<file path="config.mk">
export PLATFORM = sky130hd
export DESIGN_NAME = memwr_seq
export DESIGN_NICKNAME = d
export VERILOG_FILES = /design/src/rtl/memwr_pkg.sv /design/src/rtl/memwr_lanes.sv /design/src/rtl/memwr_extract.sv /design/src/rtl/memwr_seq.sv
export SDC_FILE = /design/constraint.sdc
export NUM_CORES = 1
export LEC_CHECK = 0
export ABC_AREA = 0
export BUFFER_PORTS_ARGS = -buffer_cell sky130_fd_sc_hd__buf_2
export CAP_MARGIN = 20
export CORE_ASPECT_RATIO = 2
export CORE_MARGIN = 2
export CORE_UTILIZATION = 50
export DETAILED_ROUTE_END_ITERATION = 7
export HOLD_SLACK_MARGIN = 0.08
export PLACE_DENSITY = 0.9
export SLEW_MARGIN = 5
export SYNTH_ARGS = -nofsm -noshare
export SYNTH_HDL_FRONTEND = slang
export SYNTH_SLANG_ARGS = --single-unit
</file>
<file path="constraint.sdc">
create_clock -name clk_i -period 1.8 [get_ports clk_i]
set_input_delay 0 -clock clk_i [delete_from_list [all_inputs] [get_ports clk_i]]
set_output_delay 0 -clock clk_i [all_outputs]
set_load 0.02 [all_outputs]
</file>
<file path="src/rtl/memwr_pkg.sv">
package memwr_pkg;

    typedef enum logic [2:0] {
        SQ_IDLE    = 3'd0,
        SQ_PRE     = 3'd1,
        SQ_STROBE  = 3'd2,
        SQ_POST    = 3'd3,
        SQ_FAST_WR = 3'd4,
        SQ_LOAD    = 3'd5
    } seq_state_e;

    localparam logic [1:0] SZ_BYTE = 2'd0;
    localparam logic [1:0] SZ_HALF = 2'd1;

endpackage

</file>
<file path="src/rtl/memwr_lanes.sv">
module memwr_lanes #(
    parameter int unsigned DW = 32
) (
    input  logic [1:0]      size_i,
    input  logic [1:0]      off_i,
    input  logic            little_i,
    input  logic [DW-1:0]   data_i,
    output logic [DW/8-1:0] bsel_o,
    output logic [DW-1:0]   data_o
);
    import memwr_pkg::*;

    localparam int unsigned NL = DW / 8;

    logic [1:0] byte_lane;
    logic       half_pair;

    assign byte_lane = little_i ? off_i : (2'(NL - 1) - off_i);
    assign half_pair = little_i ? off_i[1] : ~off_i[1];

    for (genvar g = 0; g < NL; g++) begin : g_lane
        always_comb begin
            if (size_i == SZ_BYTE)      bsel_o[g] = (byte_lane == 2'(g));
            else if (size_i == SZ_HALF) bsel_o[g] = (half_pair == 1'(g / 2));
            else                        bsel_o[g] = 1'b1;
        end
    end

    always_comb begin
        if (size_i == SZ_BYTE)      data_o = {NL{data_i[7:0]}};
        else if (size_i == SZ_HALF) data_o = {(NL / 2){data_i[15:0]}};
        else                        data_o = data_i;
    end

endmodule

</file>
<file path="src/rtl/memwr_extract.sv">
module memwr_extract #(
    parameter int unsigned DW = 32
) (
    input  logic [1:0]    size_i,
    input  logic [1:0]    off_i,
    input  logic          little_i,
    input  logic [DW-1:0] rdata_i,
    output logic [DW-1:0] data_o
);
    import memwr_pkg::*;

    localparam int unsigned NL = DW / 8;

    logic [7:0] lanes [NL];
    logic [1:0] byte_lane;
    logic       half_pair;
    logic [1:0] hi_lane;
    logic [1:0] lo_lane;

    for (genvar g = 0; g < NL; g++) begin : g_split
        assign lanes[g] = rdata_i[8*g +: 8];
    end

    assign byte_lane = little_i ? off_i : (2'(NL - 1) - off_i);
    assign half_pair = little_i ? off_i[1] : ~off_i[1];
    assign hi_lane   = {half_pair, 1'b1};
    assign lo_lane   = {half_pair, 1'b0};

    always_comb begin
        if (size_i == SZ_BYTE)      data_o = {{(DW - 8){1'b0}}, lanes[byte_lane]};
        else if (size_i == SZ_HALF) data_o = {{(DW - 16){1'b0}}, lanes[hi_lane], lanes[lo_lane]};
        else                        data_o = rdata_i;
    end

endmodule

</file>
<file path="src/rtl/memwr_seq.sv">
module memwr_seq #(
    parameter int unsigned AW       = 32,
    parameter int unsigned DW       = 32,
    parameter int unsigned FAST_BIT = AW - 1
) (
    input  logic            clk_i,
    input  logic            rst_i,
    input  logic            cfg_little_i,
    input  logic [AW-1:0]   pc_i,
    input  logic            acc_valid_i,
    input  logic            acc_store_i,
    input  logic [1:0]      acc_size_i,
    input  logic [AW-1:0]   acc_addr_i,
    input  logic [DW-1:0]   acc_wdata_i,
    output logic            stall_o,
    output logic [DW-1:0]   opcode_o,
    output logic            op_valid_o,
    output logic [DW-1:0]   load_data_o,
    output logic [AW-1:0]   mem_addr_o,
    output logic [DW-1:0]   mem_wdata_o,
    input  logic [DW-1:0]   mem_rdata_i,
    output logic [DW/8-1:0] mem_bsel_o,
    output logic            mem_we_o,
    input  logic            mem_pause_i
);
    import memwr_pkg::*;

    localparam int unsigned NL = DW / 8;

    typedef struct packed {
        seq_state_e    state;
        logic [DW-1:0] opcode;
        logic [DW-1:0] next_op;
        logic [DW-1:0] wdata;
        logic [DW-1:0] ldata;
        logic [AW-1:0] addr;
        logic [NL-1:0] bsel;
        logic [1:0]    size;
        logic          little;
        logic          setup;
    } seq_t;

    seq_t seq_d, seq_q;

    logic [NL-1:0] steer_bsel;
    logic [DW-1:0] steer_wdata;
    logic [DW-1:0] picked_rdata;

    memwr_lanes #(.DW(DW)) u_lanes (
        .size_i   (acc_size_i),
        .off_i    (acc_addr_i[1:0]),
        .little_i (cfg_little_i),
        .data_i   (acc_wdata_i),
        .bsel_o   (steer_bsel),
        .data_o   (steer_wdata)
    );

    memwr_extract #(.DW(DW)) u_extract (
        .size_i   (seq_q.size),
        .off_i    (seq_q.addr[1:0]),
        .little_i (seq_q.little),
        .rdata_i  (mem_rdata_i),
        .data_o   (picked_rdata)
    );

    // Next-state and bus drive
    always_comb begin
        seq_d       = seq_q;
        mem_addr_o  = pc_i;
        mem_wdata_o = '0;
        mem_bsel_o  = '0;
        mem_we_o    = 1'b0;
        stall_o     = mem_pause_i;

        unique case (seq_q.state)
            SQ_IDLE: begin
                if (acc_valid_i) begin
                    stall_o = 1'b1;
                    if (!mem_pause_i) begin
                        seq_d.next_op = mem_rdata_i;
                        seq_d.addr    = acc_addr_i;
                        seq_d.size    = acc_size_i;
                        seq_d.little  = cfg_little_i;
                        seq_d.wdata   = steer_wdata;
                        seq_d.bsel    = steer_bsel;
                        if (!acc_store_i)             seq_d.state = SQ_LOAD;
                        else if (acc_addr_i[FAST_BIT]) seq_d.state = SQ_FAST_WR;
                        else                           seq_d.state = SQ_PRE;
                    end
                end else if (!mem_pause_i) begin
                    seq_d.opcode = mem_rdata_i;
                    seq_d.setup  = 1'b1;
                end
            end
            SQ_PRE: begin
                mem_addr_o  = seq_q.addr;
                mem_wdata_o = seq_q.wdata;
                mem_bsel_o  = seq_q.bsel;
                stall_o     = 1'b1;
                if (!mem_pause_i) seq_d.state = SQ_STROBE;
            end
            SQ_STROBE: begin
                mem_addr_o  = seq_q.addr;
                mem_wdata_o = seq_q.wdata;
                mem_bsel_o  = seq_q.bsel;
                mem_we_o    = 1'b1;
                stall_o     = 1'b1;
                if (!mem_pause_i) seq_d.state = SQ_POST;
            end
            SQ_POST, SQ_FAST_WR: begin
                mem_addr_o  = seq_q.addr;
                mem_wdata_o = seq_q.wdata;
                mem_bsel_o  = seq_q.bsel;
                mem_we_o    = (seq_q.state == SQ_FAST_WR);
                if (!mem_pause_i) begin
                    seq_d.state  = SQ_IDLE;
                    seq_d.opcode = seq_q.next_op;
                    seq_d.setup  = 1'b1;
                end
            end
            SQ_LOAD: begin
                mem_addr_o = seq_q.addr;
                if (!mem_pause_i) begin
                    seq_d.state  = SQ_IDLE;
                    seq_d.ldata  = picked_rdata;
                    seq_d.opcode = seq_q.next_op;
                    seq_d.setup  = 1'b1;
                end
            end
            default: seq_d.state = SQ_IDLE;
        endcase
    end

    always_ff @(posedge clk_i) begin
        if (rst_i) begin
            seq_q <= '{state: SQ_IDLE, default: '0};
        end else begin
            seq_q <= seq_d;
        end
    end

    assign opcode_o    = seq_q.opcode;
    assign op_valid_o  = seq_q.setup;
    assign load_data_o = seq_q.ldata;

endmodule

</file>
======== Word-level counts from Yosys, hierarchy flattened ========
Cells that the tools add are included.
cells by class
  eq/ne operators ......................... 16
  muxes and demuxes ....................... 43
  reduce and logical (&&, ||, !) cells .... 15
  $lt $le $gt $ge ......................... 3
  add/subtract/negate cells ............... 2
  bitwise operators ....................... 7
operators by type and width
  cell                                                  count
  two-way mux 32 bit                                    8
  case mux 32 bit (2 select lines)                      1
  binary-select mux 8 bit (select 2 bit)                3
  two-way mux 8 bit                                     6
  two-way mux 35 bit                                    1
  two-way mux 3 bit                                     6
  != test 2 bit (second input constant)                 6
  case mux 3 bit (4 select lines)                       1
  two-way mux 1 bit                                     11
  >= comparator 3 bit (second input constant)           3
  inverter 2 -> 3 bit                                   3
  equality test 2 x 1 -> 1 bit (second input constant)  3
  equality test 3 x 2 -> 1 bit (second input constant)  2
  equality test 3 bit (second input constant)           2
  logical NOT 2 bit                                     3
  case mux 1 bit (2 select lines)                       3
  AND reduction 5 bit                                   1
  OR reduction 5 bit                                    1
  equality test 2 bit (second input constant)           2
  two-way mux 2 bit                                     2
  two-way mux 4 bit                                     1
  inverter 1 bit                                        4
  AND reduction 2 bit                                   2
  AND reduction 4 bit                                   1
  8 further kinds                                       10
storage, ports and cells
  word-level logic and storage cells ...... 96
  register bits after elaboration ......... 171
  output and inout bits ................... 135
  input port bits ......................... 136

======== Longest topological paths before layout ========
Gate-level depths: netlist (run 1).
  word-level depth ........................ 8
  depth in mapped cells ................... 7

======== Hierarchy ========
A second synthesis (run 1) with hierarchy kept.
second synthesis, totals
  cell total of the unflattened synthesis .. 1,140
  area total of the unflattened synthesis .. 10,395.0 um^2
modules (own cells, without submodules)
  module         instances  cells each  area each (um^2)
  memwr_seq      1          957         8,978.6
  memwr_extract  1          115         897.1
  memwr_lanes    1          68          519.2

======== Worst setup path after synthesis (run 1) ========
Ideal clock, no wire load.
  path type ............................... register to register
  start ................................... reg seq_q[8] (netlist name)
  end ..................................... reg seq_q, in the netlist load_data_o[0]
  period minus slack after synthesis ...... 1.396 ns
  cell stages (with the launch flop) ...... 7
  data required time ...................... 1.677 ns
  data arrival time ....................... 1.272 ns
  setup slack ............................. 0.404 ns
  library setup time ...................... 0.123 ns
  cell sequence ........................... dfxtp_1 buf_4 buf_4 mux2i_1 o22ai_1 a221oi_1 o2bb2ai_1
on the way
  longest elaborated chain between the ends .. 7
ends and longest elaborated chain
  item                                                    RTL line             source
  from (decl)                                             memwr_seq.sv:43      seq_t seq_d, seq_q;
  from (signal assigned)                                  memwr_seq.sv:138     seq_q <= seq_d;
  subtractor 2 bit                                        memwr_extract.sv:24  assign byte_lane = little_i ? off_i : (2'(NL - 1) - off_i);
  two-way mux 2 bit *                                     memwr_extract.sv:24
  inverter 2 -> 3 bit (implied by the code) *             memwr_extract.sv:30  if (size_i == SZ_BYTE) data_o = {{(DW - 8){1'b0}}, lanes[byte_lane]};
  binary-select mux 8 bit (select 2 bit) *                memwr_extract.sv:30
  two-way mux 8 bit (implied by the code) * (2 in a row)  memwr_extract.sv:30
  two-way mux 32 bit *                                    memwr_extract.sv:30
Every way passes the cells marked *; elsewhere a longest branch is shown, timed or not. The select of a mux whose other input is x is not followed.
A chain may end at the register's enable or synchronous reset.

======== Worst setup path in the final report (run 1) ========
  start ................................... reg seq_q[169] (netlist name)
  end ..................................... out mem_addr_o[2]
on the way
  longest elaborated chain between the ends .. 3
  elaborated cells between the ends (all ways) .. 7
ends and longest elaborated chain
  item                                               RTL line         source
  equality test 3 bit, or another cell as far along  memwr_seq.sv:75  unique case (seq_q.state)
  OR reduction 5 bit (no line) *                     --
  two-way mux 32 bit *                               memwr_seq.sv:75
  to (decl)                                          memwr_seq.sv:19  output logic [AW-1:0] mem_addr_o,
Every way passes the cells marked *; elsewhere a longest branch is shown, timed or not.

==> results of run 1 <==
-- per-layer routing --
metal / part of all wire [%] / track usage (%)
met3: 7.5 / 6.51
met5: 0 / 0
met1: 33 / 31.6
met4: 7.7 / 23.5
met2: 52 / 57.2
-- cells in the final DEF (no fill, tap or decap), types with 2 or more instances in the layout --
cell | netlist | final
sky130_fd_sc_hd__nand2_1 | 240 | 240
sky130_fd_sc_hd__buf_2 | 33 | 221
sky130_fd_sc_hd__dfxtp_1 | 171 | 168
sky130_fd_sc_hd__a21oi_1 | 120 | 120
sky130_fd_sc_hd__dlygate4sd3_1 | 0 | 108
sky130_fd_sc_hd__nor2_1 | 70 | 70
sky130_fd_sc_hd__nand3_1 | 49 | 48
sky130_fd_sc_hd__buf_6 | 5 | 43
sky130_fd_sc_hd__mux2i_1 | 39 | 39
sky130_fd_sc_hd__mux2_4 | 30 | 32
sky130_fd_sc_hd__buf_4 | 76 | 28
sky130_fd_sc_hd__and2_1 | 36 | 26
sky130_fd_sc_hd__a311oi_1 | 23 | 22
sky130_fd_sc_hd__a211oi_1 | 20 | 20
sky130_fd_sc_hd__o21ai_0 | 19 | 19
sky130_fd_sc_hd__clkbuf_16 | 0 | 17
sky130_fd_sc_hd__buf_12 | 0 | 16
sky130_fd_sc_hd__a221oi_1 | 15 | 15
sky130_fd_sc_hd__nor3_1 | 11 | 11
sky130_fd_sc_hd__and2_4 | 0 | 10
sky130_fd_sc_hd__a311oi_2 | 9 | 10
sky130_fd_sc_hd__nand3b_1 | 10 | 10
sky130_fd_sc_hd__inv_1 | 9 | 9
sky130_fd_sc_hd__o211ai_1 | 8 | 8
sky130_fd_sc_hd__o2bb2ai_1 | 9 | 8
sky130_fd_sc_hd__o22ai_1 | 8 | 8
sky130_fd_sc_hd__nor2b_1 | 6 | 6
sky130_fd_sc_hd__inv_8 | 0 | 6
sky130_fd_sc_hd__o21bai_1 | 4 | 4
sky130_fd_sc_hd__clkinv_8 | 0 | 4
sky130_fd_sc_hd__nand2b_1 | 3 | 3
sky130_fd_sc_hd__clkinv_4 | 0 | 3
sky130_fd_sc_hd__dfxtp_4 | 0 | 3
sky130_fd_sc_hd__diode_2 | 0 | 2
-- cell families (layout without fill, tap and decap cells) --
group	Yosys count	after routing	share of synthesized area (%)
AND/OR/NAND/NOR	438	438	22.1
AO/OA/AOI/OAI	239	239	17.7
flip-flops	171	171	38.8
buffers and inverters	164	458	11.1
multiplexers	72	72	9.91
XOR/XNOR	3	3	0.383
other	0	2	0
-- worst max-delay path, cell delays in order (launching register included) --
cell and delay [ps]:
sky130_fd_sc_hd__dfxtp_4 370, sky130_fd_sc_hd__nor2_4 40, sky130_fd_sc_hd__mux2_4 320, sky130_fd_sc_hd__buf_16 170, sky130_fd_sc_hd__mux2_4 300, sky130_fd_sc_hd__buf_2 170
-- path summary, 6_finish.rpt --
check	start	end	cells past startpoint
max	seq_q[169]	mem_addr_o[2]	5
min reg2reg	load_data_o[28]	load_data_o[28]	2
min	pc_i[11]	mem_addr_o[11]	3
max reg2reg	seq_q[170]	opcode_o[3]	6
-- final cells by class --
cell class	instances	area [um2]	share of cell area (%)
Multi-Input combinational cell	752	4530	37.4
Sequential cell	171	3430	28.3
Timing Repair Buffer	417	3230	26.6
Clock buffer	17	425	3.51
Tap cell	210	263	2.17
Clock inverter	15	198	1.63
Inverter	9	33.8	0.279
Antenna cell	2	5.00	0.0413
-- where the power goes --
part           total [W]  leakage (nW)  internal (W)  switching (W)
registers        0.00416          1.40       0.00401       0.000151
logic            0.00257          3.46       0.00118        0.00139
clock network    0.00382         0.304       0.00202        0.00180
-- what timing repair did --
action | CTS | global route
resized for setup | 67 | 55
endpoints found under the hold margin | 170 | 0
buffers inserted | 5 | 0
setup endpoints to repair | 68 | 57
pin swaps | 2 | 1
hold buffers | 108 | 0
cloned | 2 | 0
-- registers in the layout (all words and copies together) (netlist names) --
signal       count
load_data_o     32
op_valid_o       1
seq_q          106
opcode_o        32
-- per-stage QoR --
step	instances	total power [W]	setup TNS [ps]	cell area, um2	setup WS, ps
final	1593	0.0105	-45.4	12100	-17.0
after detailed placement	1445	0.00631	0	9950	112
after floorplan	1087	0.00567	0	8820	404
after global placement	1445	0.00626	0	9950	203
after CTS	1592	0.0105	-402	12000	-43.4
after global routing	1593	0.0109	-874	12100	-54.5
==> results by stage, run 1 <==
Synthesis:
- The leading cell type by number of instances after synthesis is sky130_fd_sc_hd__nand2_1.
- The proportion of synthesized flip-flops having asynchronous set or reset is 0%.
- The total of warnings raised by yosys is 0.
- The number of enable-type register cells in the synthesized netlist is 0.
- Counting instances in the post-synthesis netlist gives the leading cell types as 240 x sky130_fd_sc_hd__nand2_1, 171 x sky130_fd_sc_hd__dfxtp_1, 120 x sky130_fd_sc_hd__a21oi_1.
- The biggest area contributor in the post-synthesis netlist is sky130_fd_sc_hd__dfxtp_1.
- The register bit total from synthesis is 171.
- The net count after synthesis is 1223.
- For this run, the leading register cell type out of synthesis is sky130_fd_sc_hd__dfxtp_1.
- After synthesis, the mean cell area works out to 8.12 um2.
- The synthesized design devotes to its leading area cell type 38.8% of total area.
- The cell area after technology mapping is 0.00882 mm2.
- The number of standard cells after synthesis is 1087.
- The share of the yosys chip area belonging to registers is 38.8%.
- The unique cell type count in the Yosys netlist is 47.
- Sorting the synthesized cells by area gives the leading types as sky130_fd_sc_hd__dfxtp_1 39%, sky130_fd_sc_hd__nand2_1 10%, sky130_fd_sc_hd__a21oi_1 6.8%.

Timing:
- Setup repair after global routing could not meet its margin everywhere.
- For the final database, setup skew stands at 12.6 ps.
- The maximum operating frequency is 550 MHz.
- At the pin with the least slew margin, the transition time is 601 ps.
- The number of failing hold endpoints at the final stage is 0.
- The worst hold-check slack is 312 ps.
- Headroom to the max-slew limit came out at 59.8%.
- Subtracting the final worst setup slack from the clock period gives 1820 ps.
- Across all setup checks in the final design, the least slack found is -17.0 ps.
- Setup violations remaining at the end of the flow were counted as 6.
- The final cycle utilization of the critical path is 101%.
- The final-report max-slew violation count is 0.

Floorplanning:
- The die width is 97.9 um.
- The area of the core is 0.0173 mm2.
- 271 I/O pins were placed.
- The floorplan step set the die height to 192 um.
- The die area is 0.0188 mm2.
- The floorplan has 68 rows.
- The starting density of the core is 51.1%.

Route:
- Dividing the detail-routed wire length by the instance count gives 19.6 um.
- The count of routing violations after the opening detailed-route iteration is 477.
- Summed over all layers, the routed wires come to 31200 um.
- The routed via count is 9200.
- In the routed layout, each cell is associated on average with a via count of 5.78.
- The number of nets with antenna violations after routing is 0.
- In the routed design, unresolved DRC markers number 0.
- The first detailed-routing pass took 5 iterations.

Global routing:
- The number of global-route vias before repair is 9084.
- The number of antenna violations at the first check in global routing is 2.
- The first global-routing pass estimated 47000 um of wire.
- The remaining global-route overflow is 0.
- The pin count of the biggest net entering global routing is 72.
- The global-route usage over all layers is 31.7%.

Cells and area:
- The fraction of final layout cells with drive strength greater than 1 is 29.7%.
- The net count of the finished layout is 1504.
- Cells fill 70.2% of the core in the end.
- Counting the fill cells in the layout gives 1173.
- The signed area change from the synthesized netlist to the final layout is 37.3%.

Clocking:
- The tree is rooted in a sky130_fd_sc_hd__clkbuf_16.
- CTS saw 171 sinks.
- TritonCTS created 17 clock buffers.
- The TritonCTS clock tree is yes.
- The H-tree depth reported by CTS is 4.
- Clock-pin slew was measured on the worst setup and hold paths at 70 ps.
- The deepest clock path buffer count is 2.
- The clock latency reported for the late side of the worst-skew pair is 440 ps.

Critical path:
- The classification of the worst setup path is reg2out.
- The setup check on the worst reg-to-reg path leaves a slack of 100 ps.
- Data on the critical path is required at its endpoint by 1800 ps.
- For the worst setup path, the data arrival time is 1820 ps.
- STA classifies the critical path endpoint as a primary output.
- The type of origin of the critical path is a register.
- In this run the worst path has a maximum fanout of 10.

Power and ir drop:
- The cell area power density is 870 mW/mm2.
- IR analysis of the VDD net gives a maximum drop of 0.595 mV.
- Summed over all cells, the static leakage comes to 5.16 nW.

Place:
- During placement, the flow inserted port buffers numbering 270.
- The detailed placement HPWL is 19600 um.
- The routability congestion estimate from global placement is 0.901.

Run:
- Across the run, the number of max-cap violations was 0.

Hold path:
- The worst hold path belongs to the class in2out.

Status:
- The final reports fail on setup timing.
- The flow ran to the end, but the final reports show violations.
Note: power is estimated with default switching activity, not from simulation.
==> inputs of run 2 (changes only) <==
--- a/config.mk
+++ b/config.mk
@@ -6,14 +6,14 @@
 export NUM_CORES = 1
 export LEC_CHECK = 0
 export ABC_AREA = 0
-export BUFFER_PORTS_ARGS = -buffer_cell sky130_fd_sc_hd__buf_2
 export CAP_MARGIN = 20
 export CORE_ASPECT_RATIO = 2
 export CORE_MARGIN = 2
 export CORE_UTILIZATION = 50
 export DETAILED_ROUTE_END_ITERATION = 7
+export DONT_BUFFER_PORTS = 1
 export HOLD_SLACK_MARGIN = 0.08
-export PLACE_DENSITY = 0.9
+export PLACE_DENSITY = 0.77
 export SLEW_MARGIN = 5
 export SYNTH_ARGS = -nofsm -noshare
 export SYNTH_HDL_FRONTEND = slang
==> results by stage, run 2 (synthesized netlist as in run 1, its figures left out) <==
Global routing:
- The number of antenna violations at the first check in global routing is 4.
- The pin count of the biggest net entering global routing is 173.
- The remaining global-route overflow is 0.
- The global-route wire length before repair is 38100 um.
- The number of global-route vias before repair is 6812.
- The global-route usage over all layers is 25.9%.

Route:
- The amount of wire on met3 after detailed routing is 1950 um.
- The routed design uses 14000 um of met2 wire.
- The routed wirelength normalized by instance count is 21.2 um.
- The first-pass detailed-route iteration total is 5.
- The first routing iteration left 352 violations.
- The detailed router used layers up to and including met4.
- The average vias per placed instance is 5.96.
- The routed via count is 7456.
- The routed metal-1 wire length is 9080 um.
- The final wirelength is 26500 um.
- For this run, design rule violations remaining after detail routing come to 0.
- The detail route stage leaves a number of antenna-violating nets equal to 0.

Critical path:
- The register-to-register setup slack is -40 ps.
- The largest fanout on the critical path is 24.
- Data on the critical path is required at its endpoint by 2100 ps.
- Following the worst setup path forward leads to its endpoint at opcode_o[0].
- STA classifies the critical path startpoint as a register.
- The arrival time of the worst setup path is 2140 ps.
- The startpoint of the worst-slack reg-to-reg timing path is seq_q[170].
- The reg-to-reg endpoint is opcode_o[0].
- The worst setup path is of the reg2reg kind.
- The worst setup path is captured at a register.
- Measured in cells, the most critical reg-to-reg path has a length of 6.
- The critical path starts at seq_q[170].

Place:
- The congestion estimate from routability-driven global placement came to 0.859.
- The detailed placement HPWL is 17200 um.
- The number of buffers inserted by port buffering is 0.
- The placement-stage cell area is 0.00850 mm2.

Clocking:
- Clock tree synthesis inserted a total of 17 buffers.
- The TritonCTS clock tree is yes.
- The clock tree synthesis step divided the H-tree into 4 levels.
- The number of sinks driven by the clock tree is 171.
- The clock-pin slew of the registers on the worst-case setup and hold paths is 80 ps.
- No sink is reached through more buffers than the 2 on the longest clock path.
- In this run the clock root is driven by a sky130_fd_sc_hd__clkbuf_16.
- For the worst-skew pair, the clock arrives at the later sink with an insertion delay of 420 ps.

Floorplanning:
- The chip height is 192 um.
- The die width is 97.9 um.
- The total area inside the core boundary comes to 0.0173 mm2.
- Once the floorplan was initialized, standard cells occupied 51.1% of the core.
- 271 I/O pins were placed.
- The floorplan step defined a die boundary enclosing 0.0188 mm2.
- The number of core rows is 68.

Cells and area:
- At the end of the flow, the number of nets in the layout was 1159.
- In the final layout, the share of cells above drive strength 1 is 12.2%.
- The most common library cell in the layout ignoring fill and taps is sky130_fd_sc_hd__nand2_1.
- The signed area change from the synthesized netlist to the final layout is 8.49%.
- The finished cells cover 0.00957 mm2.
- The register with the most flip-flops in the layout has 106 of them.
- The filler cells instantiated in the layout total 1590.
- The register with the most flip-flops in the final layout is seq_q.
- The library cells used most frequently in the layout, excluding fill and tap cells, are 239 x sky130_fd_sc_hd__nand2_1, 167 x sky130_fd_sc_hd__dfxtp_1, 120 x sky130_fd_sc_hd__a21oi_1.

Timing:
- The number of setup violations in the final report is 1.
- The final cycle utilization of the critical path is 102%.
- The routed design could run at a clock period as short as 1840 ps.
- The number of failing hold endpoints at the final stage is 168.
- The transition time at the pin with the least slew margin is 600 ps.
- The final-report max-slew violation count is 0.
- The worst clock skew on the final layout is 10.6 ps.
- After layout, the worst setup slack is -40.4 ps.
- The worst hold-check slack is -338 ps.
- Based on the critical path, the design can be clocked at up to 543 MHz.
- The post-route setup TNS is -40.4 ps.
- The worst slew margin relative to its limit is 59.9%.

Run:
- The number of maximum-capacitance violations is 0.

Status:
- The run finished, with violations left.
- The checks that failed: hold timing, setup timing.

Power and ir drop:
- Overall power consumption after layout is estimated at 0.00956 W.
- The leakage power figure is 3.50 nW.
- VDD sags by at most 0.603 mV.
- The cell area power density is 999 mW/mm2.

Hold path:
- The path class of the tightest hold or removal check is in2reg.
## run 2: cell count changes in the layout (fill, tap and decap cells not counted), moves of 7 or more
cell / change
sky130_fd_sc_hd__buf_6: -42
sky130_fd_sc_hd__and2_1: +10
sky130_fd_sc_hd__dlygate4sd3_1: -70
sky130_fd_sc_hd__buf_2: -221
sky130_fd_sc_hd__buf_12: -7
sky130_fd_sc_hd__and2_4: -10
## run 2: how the worst min path moves through the flow
stage	from	end	slack [ps]	depth (start not counted)
after floorplan	acc_wdata_i[0]	seq_q[72]	140	2
after global placement	rst_i	seq_q[117]	80	1
after detailed placement	rst_i	seq_q[5]	90	1
after CTS	rst_i	seq_q[90]	-370	1
after global routing	rst_i	seq_q[89]	-370	1
final	rst_i	op_valid_o	-340	1
## run 2: power breakdown
group          internal (W)  switching, W  total, W
Sequential          0.00401      0.000245   0.00425
Combinational      0.000694      0.000942   0.00164
Clock               0.00197       0.00170   0.00367
## run 2: per-layer routing
metal	vias to the layer above	track usage, %
met3	74	6.00
met1	3508	27.9
li1	3552	-
met2	322	45.3
met4	0	16.0
met5	-	0
## run 2: worst max-delay path, stage by stage, from the launching register on
cell and delay [ps]:
sky130_fd_sc_hd__dfxtp_4 350, sky130_fd_sc_hd__buf_4 160, sky130_fd_sc_hd__buf_4 150, sky130_fd_sc_hd__nand2b_1 190, sky130_fd_sc_hd__buf_4 330, sky130_fd_sc_hd__nand3_1 130, sky130_fd_sc_hd__a311oi_1 410
## run 2: what timing repair did
item                                    4_1_cts  5_1_grt
buffers inserted                              5        0
endpoints found under the setup margin       68        9
cloned                                        1        1
pin swaps                                     1        1
resized for setup                             8        4
endpoints found under the hold margin       171      169
hold buffers                                 15       23
## run 2: cell type report
type | instances | area [um2] | share of cell area, %
Clock inverter | 14 | 151 | 1.58
Tap cell | 210 | 263 | 2.74
Sequential cell | 171 | 3440 | 35.9
Multi-Input combinational cell | 753 | 4490 | 46.9
Clock buffer | 18 | 429 | 4.48
Antenna cell | 4 | 10.0 | 0.105
Timing Repair Buffer | 71 | 764 | 7.98
Inverter | 9 | 33.8 | 0.353
## run 2: stage by stage
stage | utilization, % | instances | setup slack, ps
finish | 55.4 | 1250 | -40.4
global route | 55.4 | 1250 | -164
CTS | 53.9 | 1222 | 49.6
detailed placement | 49.2 | 1169 | 147
global placement | 49.2 | 1169 | 194
floorplan | - | 1087 | 404
==> inputs of run 3 (changes only) <==
--- a/config.mk
+++ b/config.mk
@@ -13,7 +13,7 @@
 export DETAILED_ROUTE_END_ITERATION = 7
 export DONT_BUFFER_PORTS = 1
 export HOLD_SLACK_MARGIN = 0.08
-export PLACE_DENSITY = 0.77
+export PLACE_DENSITY = 0.71
 export SLEW_MARGIN = 5
 export SYNTH_ARGS = -nofsm -noshare
 export SYNTH_HDL_FRONTEND = slang
==> constraint.sdc (replaced) <==
create_clock -name clk_i -period 2 [get_ports clk_i]
set_input_delay 0 -clock clk_i [delete_from_list [all_inputs] [get_ports clk_i]]
set_output_delay 0 -clock clk_i [all_outputs]
set_load 0.02 [all_outputs]
==> results by stage, run 3 (synthesized netlist as in run 1, its figures left out) <==
Power and ir drop:
- The power consumption is 0.00866 W.
- Power spread over the standard cell area amounts to 873 mW/mm2.
- The largest vdd supply drop is 0.623 mV.
- The leakage power figure is 3.71 nW.

Cells and area:
- The register with the most flip-flops in the layout has 106 of them.
- The most common library cell in the layout ignoring fill and taps is sky130_fd_sc_hd__nand2_1.
- Leaving out fill and tap cells, the most frequent cells in the layout are 240 x sky130_fd_sc_hd__nand2_1, 168 x sky130_fd_sc_hd__dfxtp_1, 120 x sky130_fd_sc_hd__a21oi_1.
- For this run, the number of standard cells in the final layout without fillers is 1286.
- The final-stage net count is 1195.
- seq_q holds more flip-flops than any other register.
- Once layout is done, the placed cells without fillers occupy 0.00992 mm2.
- The number of inserted filler cells in the final layout is 1559.
- The signed area change from the synthesized netlist to the final layout is 12.4%.
- The fraction of final layout cells with drive strength greater than 1 is 11.8%.

Route:
- In the routed design, unresolved DRC markers number 0.
- The count of routing violations after the opening detailed-route iteration is 358.
- The average vias per placed instance is 5.86.
- The final wirelength is 26500 um.
- The routed wirelength normalized by instance count is 20.6 um.
- The detail route stage leaves a number of antenna-violating nets equal to 0.
- The routed via count is 7533.
- The first-pass detailed-route iteration total is 5.

Status:
- The checks that failed: hold timing.
- The run finished, with violations left.

Timing:
- The number of setup violations in the final report is 0.
- Setup repair after global routing left no endpoint under its margin.
- The worst clock skew on the final layout is 16.4 ps.
- The worst hold-check slack is -356 ps.
- The post-route setup TNS is 0 ps.
- The maximum operating frequency is 518 MHz.
- The worst path in the final design needs a cycle of 1930 ps, including I/O delays and setup.
- Measured against its own limit, the worst slew margin works out to 51.1%.
- At the pin with the least slew margin, the transition time is 714 ps.
- The final cycle utilization of the critical path is 96.6%.
- The final-report max-slew violation count is 0.
- The number of failing hold endpoints at the final stage is 142.
- The minimum setup slack in the final design is 68.4 ps.

Floorplanning:
- The starting density of the core is 51.1%.
- After floorplanning, the core was divided into 68 placement rows.
- Measured along the y axis, the die boundary spans 192 um.
- The core region is 0.0173 mm2.
- In this run the count of I/O pins placed on the die edge is 271.
- The die covers 0.0188 mm2.
- The die is 97.9 um wide.

Critical path:
- In this run the critical register-to-register path is captured at seq_q[37].
- The startpoint of the worst-slack reg-to-reg timing path is seq_q[168].
- Of all nets on the critical path, the largest fanout is 15.
- The worst register-to-register path has a depth of 6.
- The classification of the worst setup path is reg2out.
- The register-to-register setup slack is 110 ps.
- The required time of the critical path is 2000 ps.
- The arrival time of the worst setup path is 1930 ps.
- The nature of the critical path endpoint is a primary output.
- The worst setup path is launched from a register.

Global routing:
- The pin count of the biggest net entering global routing is 173.
- The remaining global-route overflow is 0.
- The number of antenna violations at the first check in global routing is 3.
- The number of global-route vias before repair is 6928.
- The global-route wire length before repair is 38400 um.
- The global-route usage over all layers is 26.0%.

Clocking:
- The number of buffers created by CTS is 17.
- The clock root buffer is sky130_fd_sc_hd__clkbuf_16.
- The clock latency reported for the late side of the worst-skew pair is 440 ps.
- The clock-pin slew of the registers on the worst-case setup and hold paths is 70 ps.
- TritonCTS built the clock tree.
- The deepest clock path buffer count is 2.
- The number of sinks driven by the clock tree is 171.
- The H-tree was split into 4 levels.

Place:
- The placement-stage cell area is 0.00846 mm2.
- The detailed placement HPWL is 17300 um.
- Once placement completed, the tool counted placed cells totaling 1167.
- The number of buffers inserted by port buffering is 0.
- The worst setup timing slack at the placement stage is 330 ps.
- At the end of routability-driven placement, the weighted congestion stood at 0.807.

Hold path:
- The critical hold path startpoint is rst_i.
- The worst min-delay path endpoint is op_valid_o.
- Along the worst hold path, the cell count comes to 1.
- The min-delay analysis places its worst path in the category in2reg.

Run:
- The number of maximum-capacitance violations is 0.
## run 3: where the power goes
| part | leakage [nW] | internal (W) | switching, W |
|---|---|---|---|
| Combinational | 2.03 | 0.000667 | 0.000854 |
| Clock | 0.278 | 0.00170 | 0.00160 |
| Sequential | 1.40 | 0.00361 | 0.000227 |
| Total | 3.71 | 0.00598 | 0.00268 |
## run 3: routing by layer
metal | global-route usage [%] | up-vias | part of all wire, %
met5 | 0 | - | 0
met4 | 12.2 | 0 | 3.9
met3 | 6.15 | 61 | 6.6
met2 | 47.7 | 323 | 54
met1 | 27.7 | 3539 | 35
li1 | - | 3610 | -
## run 3: metrics by stage
step | hold slack (ps) | utilization (%)
after floorplan | 136 | -
after global placement | 82.4 | 49.0
after detailed placement | 85.7 | 49.0
after CTS | -370 | 54.7
after global routing | -377 | 57.4
final | -356 | 57.4
## run 3: layout make-up
cell class	count	area (um2)	area share, %
Antenna cell	4	10.0	0.101
Clock buffer	18	439	4.43
Clock inverter	14	141	1.43
Inverter	9	33.8	0.341
Multi-Input combinational cell	753	4490	45.3
Sequential cell	171	3430	34.6
Tap cell	210	263	2.65
Timing Repair Buffer	107	1110	11.2
## run 3: how the worst max path moves through the flow
stage | start | to | slack, ps | cells past startpoint
3_5_place_dp | seq_q[168] | seq_q[104] | 330 | 5
2_1_floorplan | seq_q[8] | load_data_o[0] | 600 | 6
5_1_grt | seq_q[169] | mem_addr_o[28] | 2 | 4
6_report | seq_q[169] | mem_addr_o[14] | 70 | 4
3_3_place_gp | seq_q[9] | load_data_o[7] | 360 | 4
4_1_cts | seq_q[170] | load_data_o[7] | 5 | 8
## run 3: worst max-delay path, cell delays in order (launching register included)
cell	delay, ps
sky130_fd_sc_hd__dfxtp_2	440
sky130_fd_sc_hd__nor2_4	80
sky130_fd_sc_hd__mux2_4	320
sky130_fd_sc_hd__bufbuf_16	310
sky130_fd_sc_hd__mux2_4	350
## run 3: repair_timing
action,4_1_cts,5_1_grt
hold buffers,35,40
hold endpoints to repair,171,146
gates resized for setup,5,5
setup endpoints to repair,31,38
gates cloned,1,1
pin swaps,0,3
buffers inserted,1,6
